[config.mk]
export PLATFORM = sky130hd
export DESIGN_NAME = port_debounce
export DESIGN_NICKNAME = d
export VERILOG_FILES = /design/src/rtl/pdb_pkg.sv /design/src/rtl/pdb_sync.sv /design/src/rtl/pdb_cfg_regs.sv /design/src/rtl/pdb_pin_filter.sv /design/src/rtl/port_debounce.sv
export SDC_FILE = /design/constraint.sdc
export NUM_CORES = 1
export LEC_CHECK = 0
export BUFFER_PORTS_ARGS = -buffer_cell sky130_fd_sc_hd__buf_2
export CAP_MARGIN = 20
export CORE_UTILIZATION = 35
export DETAILED_ROUTE_END_ITERATION = 12
export PLACE_DENSITY = 0.62
export SYNTH_ARGS = -nofsm -noshare
export SYNTH_HDL_FRONTEND = slang
export SYNTH_HIERARCHICAL = 1
export SYNTH_SLANG_ARGS = --single-unit
[constraint.sdc]
create_clock -name clk -period 3.16 [get_ports clk]
set_input_delay 0.158 -clock clk [delete_from_list [all_inputs] [get_ports clk]]
set_output_delay 0.158 -clock clk [all_outputs]
set_load 0.01 [all_outputs]
[src/rtl/pdb_pkg.sv]
package pdb_pkg;

   localparam int unsigned PDB_PINS  = 8;
   localparam int unsigned PDB_CNT_W = 8;

   // masked merge: bits with mask 1 take the new value, others keep the old
   function automatic logic [PDB_PINS-1:0] pdb_merge(
      input logic [PDB_PINS-1:0] old_v,
      input logic [PDB_PINS-1:0] mask,
      input logic [PDB_PINS-1:0] new_v);
      return (old_v & ~mask) | (new_v & mask);
   endfunction

endpackage

[src/rtl/pdb_sync.sv]
module pdb_sync #(
   parameter int unsigned WIDTH  = 8,
   parameter int unsigned STAGES = 2
) (
   input  logic             clk,
   input  logic             rst_n,
   input  logic [WIDTH-1:0] d_i,
   output logic [WIDTH-1:0] q_o
);

   generate
      if (STAGES < 1) begin : g_bad_stages
         $error("pdb_sync: STAGES must be at least 1");
      end

      if (STAGES == 1) begin : g_single
         logic [WIDTH-1:0] s_q;
         always_ff @(posedge clk or negedge rst_n) begin
            if (!rst_n) s_q <= '0;
            else        s_q <= d_i;
         end
         assign q_o = s_q;
      end else begin : g_chain
         logic [WIDTH-1:0] s_q [STAGES];
         always_ff @(posedge clk or negedge rst_n) begin
            if (!rst_n) begin
               for (int i = 0; i < STAGES; i++) s_q[i] <= '0;
            end else begin
               s_q[0] <= d_i;
               for (int i = 1; i < STAGES; i++) s_q[i] <= s_q[i-1];
            end
         end
         assign q_o = s_q[STAGES-1];
      end
   endgenerate

endmodule

[src/rtl/pdb_cfg_regs.sv]
module pdb_cfg_regs
   import pdb_pkg::*;
#(
   parameter int unsigned PINS  = PDB_PINS,
   parameter int unsigned CNT_W = PDB_CNT_W
) (
   input  logic              clk,
   input  logic              rst_n,
   input  logic              cnt_wr_i,
   input  logic [CNT_W-1:0]  cnt_wdata_i,
   input  logic              en_wr_i,
   input  logic [2*PINS-1:0] en_wdata_i,
   output logic [PINS-1:0]   en_q_o,
   output logic [CNT_W-1:0]  cnt_q_o
);

   localparam int unsigned MSK_LSB = PINS;

   logic [PINS-1:0]  wr_mask;
   logic [PINS-1:0]  wr_val;
   logic [PINS-1:0]  en_q;
   logic [CNT_W-1:0] cnt_q;

   assign wr_mask = en_wdata_i[MSK_LSB +: PINS];
   assign wr_val  = en_wdata_i[0 +: PINS];

   generate
      if (PINS == PDB_PINS) begin : g_pkg_merge
         always_ff @(posedge clk or negedge rst_n) begin
            if (!rst_n)       en_q <= '0;
            else if (en_wr_i) en_q <= pdb_merge(en_q, wr_mask, wr_val);
         end
      end else begin : g_local_merge
         always_ff @(posedge clk or negedge rst_n) begin
            if (!rst_n)       en_q <= '0;
            else if (en_wr_i) en_q <= (en_q & ~wr_mask) | (wr_val & wr_mask);
         end
      end
   endgenerate

   always_ff @(posedge clk or negedge rst_n) begin
      if (!rst_n)        cnt_q <= '0;
      else if (cnt_wr_i) cnt_q <= cnt_wdata_i;
   end

   assign en_q_o  = en_q;
   assign cnt_q_o = cnt_q;

   // pins outside the write mask keep their enable
   a_r4_masked_keep: assert property (@(posedge clk) disable iff (!rst_n)
      en_wr_i |=> (((en_q ^ $past(en_q)) & ~$past(wr_mask)) == '0));

   // stable time only moves on a write strobe
   a_r3_cnt_hold: assert property (@(posedge clk) disable iff (!rst_n)
      !cnt_wr_i |=> $stable(cnt_q));

endmodule

[src/rtl/pdb_pin_filter.sv]
module pdb_pin_filter #(
   parameter int unsigned CNT_W = 8
) (
   input  logic             clk,
   input  logic             rst_n,
   input  logic             tick_i,
   input  logic             en_i,
   input  logic [CNT_W-1:0] cnt_i,
   input  logic             sync_i,
   output logic             filt_o
);

   logic             filt_q;
   logic [CNT_W-1:0] ctr_q;
   logic [CNT_W:0]   ctr_nxt;
   logic             bypass;
   logic             differs;
   logic             mature;

   assign bypass  = !en_i || (cnt_i == '0);
   assign differs = (sync_i != filt_q);
   assign ctr_nxt = {1'b0, ctr_q} + {{CNT_W{1'b0}}, 1'b1};
   assign mature  = (ctr_nxt >= {1'b0, cnt_i});

   always_ff @(posedge clk or negedge rst_n) begin
      if (!rst_n) begin
         filt_q <= 1'b0;
         ctr_q  <= '0;
      end else if (bypass) begin
         filt_q <= sync_i;
         ctr_q  <= '0;
      end else if (!differs) begin
         ctr_q  <= '0;
      end else if (tick_i) begin
         if (mature) begin
            filt_q <= sync_i;
            ctr_q  <= '0;
         end else begin
            ctr_q  <= ctr_nxt[CNT_W-1:0];
         end
      end
   end

   assign filt_o = filt_q;

   // a disabled pin takes the synchronised level on the next edge
   a_r2_pass_follow: assert property (@(posedge clk) disable iff (!rst_n)
      !en_i |=> (filt_q == $past(sync_i)));

   // a zero stable time behaves as a bypass
   a_r7_zero_pass: assert property (@(posedge clk) disable iff (!rst_n)
      (cnt_i == '0) |=> (filt_q == $past(sync_i)));

   // while filtering, the output only moves on a sampled strobe
   a_r5_change_on_tick: assert property (@(posedge clk) disable iff (!rst_n)
      ($past(en_i) && ($past(cnt_i) != '0) && (filt_q != $past(filt_q)))
         |-> $past(tick_i));

   // matching input clears the stability count
   a_r6_match_clears: assert property (@(posedge clk) disable iff (!rst_n)
      !differs |=> (ctr_q == '0));

   // the stability count never reaches the all-ones value
   a_r8_no_wrap: assert property (@(posedge clk) disable iff (!rst_n)
      ctr_q != '1);

endmodule

[src/rtl/port_debounce.sv]
module port_debounce
   import pdb_pkg::*;
#(
   parameter int unsigned PINS        = PDB_PINS,
   parameter int unsigned CNT_W       = PDB_CNT_W,
   parameter int unsigned SYNC_STAGES = 2
) (
   input  logic              clk,
   input  logic              rst_n,
   input  logic              ms_tick,
   input  logic [PINS-1:0]   pin_raw,
   input  logic              cfg_cnt_wr,
   input  logic [CNT_W-1:0]  cfg_cnt_wdata,
   input  logic              cfg_en_wr,
   input  logic [2*PINS-1:0] cfg_en_wdata,
   output logic [PINS-1:0]   pin_filt,
   output logic [PINS-1:0]   cfg_en_q,
   output logic [CNT_W-1:0]  cfg_cnt_q
);

   generate
      if (PINS < 1 || PINS > 32) begin : g_bad_pins
         $error("port_debounce: PINS must be 1..32");
      end
      if (CNT_W < 1 || CNT_W > 16) begin : g_bad_cnt
         $error("port_debounce: CNT_W must be 1..16");
      end
   endgenerate

   logic [PINS-1:0]  pin_sync;
   logic [PINS-1:0]  en_q;
   logic [CNT_W-1:0] cnt_q;

   pdb_sync #(
      .WIDTH  (PINS),
      .STAGES (SYNC_STAGES)
   ) i_sync (
      .clk   (clk),
      .rst_n (rst_n),
      .d_i   (pin_raw),
      .q_o   (pin_sync)
   );

   pdb_cfg_regs #(
      .PINS  (PINS),
      .CNT_W (CNT_W)
   ) i_regs (
      .clk         (clk),
      .rst_n       (rst_n),
      .cnt_wr_i    (cfg_cnt_wr),
      .cnt_wdata_i (cfg_cnt_wdata),
      .en_wr_i     (cfg_en_wr),
      .en_wdata_i  (cfg_en_wdata),
      .en_q_o      (en_q),
      .cnt_q_o     (cnt_q)
   );

   for (genvar p = 0; p < PINS; p++) begin : g_pin
      pdb_pin_filter #(
         .CNT_W (CNT_W)
      ) i_filter (
         .clk    (clk),
         .rst_n  (rst_n),
         .tick_i (ms_tick),
         .en_i   (en_q[p]),
         .cnt_i  (cnt_q),
         .sync_i (pin_sync[p]),
         .filt_o (pin_filt[p])
      );
   end

   assign cfg_en_q  = en_q;
   assign cfg_cnt_q = cnt_q;

   // everything is zero in the first cycle out of reset
   a_r1_reset_zero: assert property (@(posedge clk)
      $rose(rst_n) |-> (pin_filt == '0 && en_q == '0 && cnt_q == '0));

endmodule

==> qor.yml <==
final_antenna_net_count: 0
clkTransAtPathRegs_ns: 0.08
cts_sinks: 104
vias_per_cell: 5.35
criticalPathCategory: "flip-flop to flip-flop"
finClkSkew_ns: 0.0116
portBuffers: 60
finalSetupTns_ns: 0
max_freq_mhz: 346
n_fill_cell: 2216
hold_violations: 0
grt_pass1_wl_um: 31000
ctsHtreeMaxLevel: 3
p_comb_share_pct: 21.4
p_per_area_nw_per_um2: 377
synth_seq_cells: 104
drtIter0Drc: 369
antenna_cells: 0
gr-usage-all-layers_pct: 16.4
period_needed_ns: 2.89
routed_wl_um: 18300
syn-mean-instance-area_um2: 9.24
ir_worst_vdd_uv: 256
dieWidth_um: 152
max_slew_margin_pct: 46.7
critical_path_arrival_ns: 3.17
cts_tree: "yes"
async_reset_ff_share_pct: 100
die_y_um: 152
wl_per_cell_um: 15.1
p_leak_nw: 4.12
cts-root-buf: "clkbuf_16"
drive_gt1_share_pct: 16.3
yosysMostFrequentCell: "dfrtp_1"
p_switching_mw: 1.09
rows: 54
yosys-top-cells-area: "dfrtp_1 33%, ha_1 11%, nand4_1 7.3%"
antenna_found_initial: 0
critPathMaxFanout: 14
required_ns: 3.44
cts_buffer_depth: 2
grt_pass1_vias: 6267
post_cts_buffers: 0
synth_top_cell_by_area: "dfrtp_1"
slew_violations: 0
vias: 6469
syn-num-nets: 965
cts_made_buffers: 9
p_int_mw: 2.26
drc: 0
netlist_instances: 856
p_clk_share_pct: 33.2
clk_latency_ns: 0.36
swShare_pct: 32.5
synth_top_area_share_pct: 32.9
core_region_area_um2: 22000
final_nets: 1033
area_delta_synth_final_pct: 12.3
synth_commonest_cells: "104 x dfrtp_1, 92 x nand4_1, 72 x ha_1"
dr.pass1.iters: 5
dpl.hpwl_um: 12600
setup_viol: 0
synth_area_um2: 7910
worst_pin_slew_ns: 0.800
synth.distinct_cells: 40
seqPwrFrac_pct: 45.5
start_util_pct: 35.9
outcome: "complete, no violations"
min_path_type: "input pin to flip-flop"
worst_setup_path_start_kind: "flip-flop"
yosysWarnings: 6
grt_overflow: 0
power.total_mw: 3.35
post-route-period-util_pct: 91.6
endpoint_kind: "flip-flop"
io_pins: 61
drv_cap: 0
synth_edf_count: 0
yosysSeqAreaShare_pct: 32.9
gp_congestion: 0.796
grt_max_degree: 63
ys.flop_type: "dfrtp_1"
dieArea_um2: 23200
rsz0062_at_grt: "no"
[cell type report]
class | count | area, um2 | share of cell area [%]
Multi-Input combinational cell | 648 | 4800 | 54.0
Clock buffer | 9 | 225 | 2.54
Inverter | 70 | 263 | 2.96
Sequential cell | 104 | 2600 | 29.3
Timing Repair Buffer | 91 | 586 | 6.59
Clock inverter | 7 | 56.3 | 0.634
Tap cell | 280 | 350 | 3.94
[cell families (layout without fill, tap and decap cells)]
kind of cell | count (synthesis) | after routing | synth area share [%]
adder cells (fa/ha/maj) | 72 | 72 | 11.4
XOR/XNOR | 56 | 56 | 6.20
AND/OR/NAND/NOR | 358 | 358 | 27.1
buffers and inverters | 104 | 177 | 6.48
multiplexers | 24 | 24 | 3.67
AO/OA/AOI/OAI | 138 | 138 | 12.2
flip-flops | 104 | 104 | 32.9
[flip-flops by register name, summed over array words and instances, names as in the netlist, named ones only]
signal and flops:
g_pin.i_filter/filt_o 8, i_sync/g_chain.s_q 8, i_regs/cnt_q_o 8, i_sync/q_o 8, g_pin.i_filter/ctr_q 64
[what timing repair did]
item                       CTS  global route
hold endpoints to repair    61             0
hold buffers                 9             0
setup endpoints to repair    0             7
resized for setup            0             1
[per-layer routing]
layer,routed length (um),share of wire (%),track usage [%]
met1,8910,49,21.5
met2,8530,47,27.3
met3,363,2.0,1.54
met4,516,2.8,7.63
met5,0,0,0
[layout by cell type, fill, tap and decap left out, types with 10 or more instances in the layout]
master | netlist | layout
nor2_1 | 25 | 24
a31oi_1 | 30 | 30
nand4_1 | 92 | 92
buf_2 | 14 | 58
nand2_1 | 42 | 42
xor2_1 | 26 | 26
o211ai_1 | 10 | 10
a21oi_1 | 42 | 42
nand2b_1 | 57 | 57
ha_1 | 72 | 72
dfrtp_1 | 104 | 104
xnor2_1 | 30 | 30
nand3_1 | 31 | 31
and3b_1 | 10 | 10
nor4_1 | 16 | 16
inv_1 | 70 | 70
buf_4 | 8 | 22
a21o_1 | 17 | 17
nor2b_1 | 26 | 26
[through the flow]
step                instances  worst slack (ns)  instance area, um2  hold slack (ns)  util (%)
floorplan                 856             0.551                7910           -0.138         -
finish                   1209             0.266                8880           0.0218      40.3
global route             1209            0.0278                8880           0.0123      40.3
CTS                      1209             0.239                8880          0.00795      40.3
detailed placement       1184             0.259                8510            0.267      38.6
global placement         1184             0.335                8510            0.268      38.6
[final timing paths]
| check | start | endpoint | slack [ns] | cells past startpoint |
|---|---|---|---|---|
| setup / recovery | g_pin[5].i_filter/ctr_q[0]$_DFFE_PN0P_ | g_pin[5].i_filter/ctr_q[6]$_DFFE_PN0P_ | 0.27 | 10 |
| hold / removal | cfg_en_wdata[0] | flip-flop | 0.02 | 2 |
| setup reg to reg | g_pin[5].i_filter/ctr_q[0]$_DFFE_PN0P_ | g_pin[5].i_filter/ctr_q[6]$_DFFE_PN0P_ | 0.27 | 10 |
| hold reg to reg | i_sync/g_chain.s_q[9]$_DFF_PN0_ | i_sync/q_o[1]$_DFF_PN0_ | 0.35 | 0 |
| max in group asynchronous | rst_n | g_pin[5].i_filter/ctr_q[2]$_DFFE_PN0P_ | 1.92 | 3 |
| min in group asynchronous | rst_n | g_pin[3].i_filter/ctr_q[1]$_DFFE_PN0P_ | 0.42 | 2 |
[power groups by stage]
stage                     Combinational [mW]  Clock (mW)  Sequential, mW
after floorplan                        0.409           0            1.56
after global placement                 0.699           0            1.55
after detailed placement               0.712           0            1.55
after CTS                              0.725        1.15            1.52
after global routing                   0.807        1.19            1.54
final                                  0.715        1.11            1.52
[critical path, stage by stage, from the launching register on]
cell and delay [ns]:
dfrtp_1 0.45, ha_1 0.27, nand3_2 0.14, or3_1 0.39
xnor2_1 0.15, ha_1 0.30, and3_4 0.18, a221oi_2 0.24
o31a_2 0.36, nand4_1 0.13, a31oi_1 0.20
(Power assumes the default switching activity.)
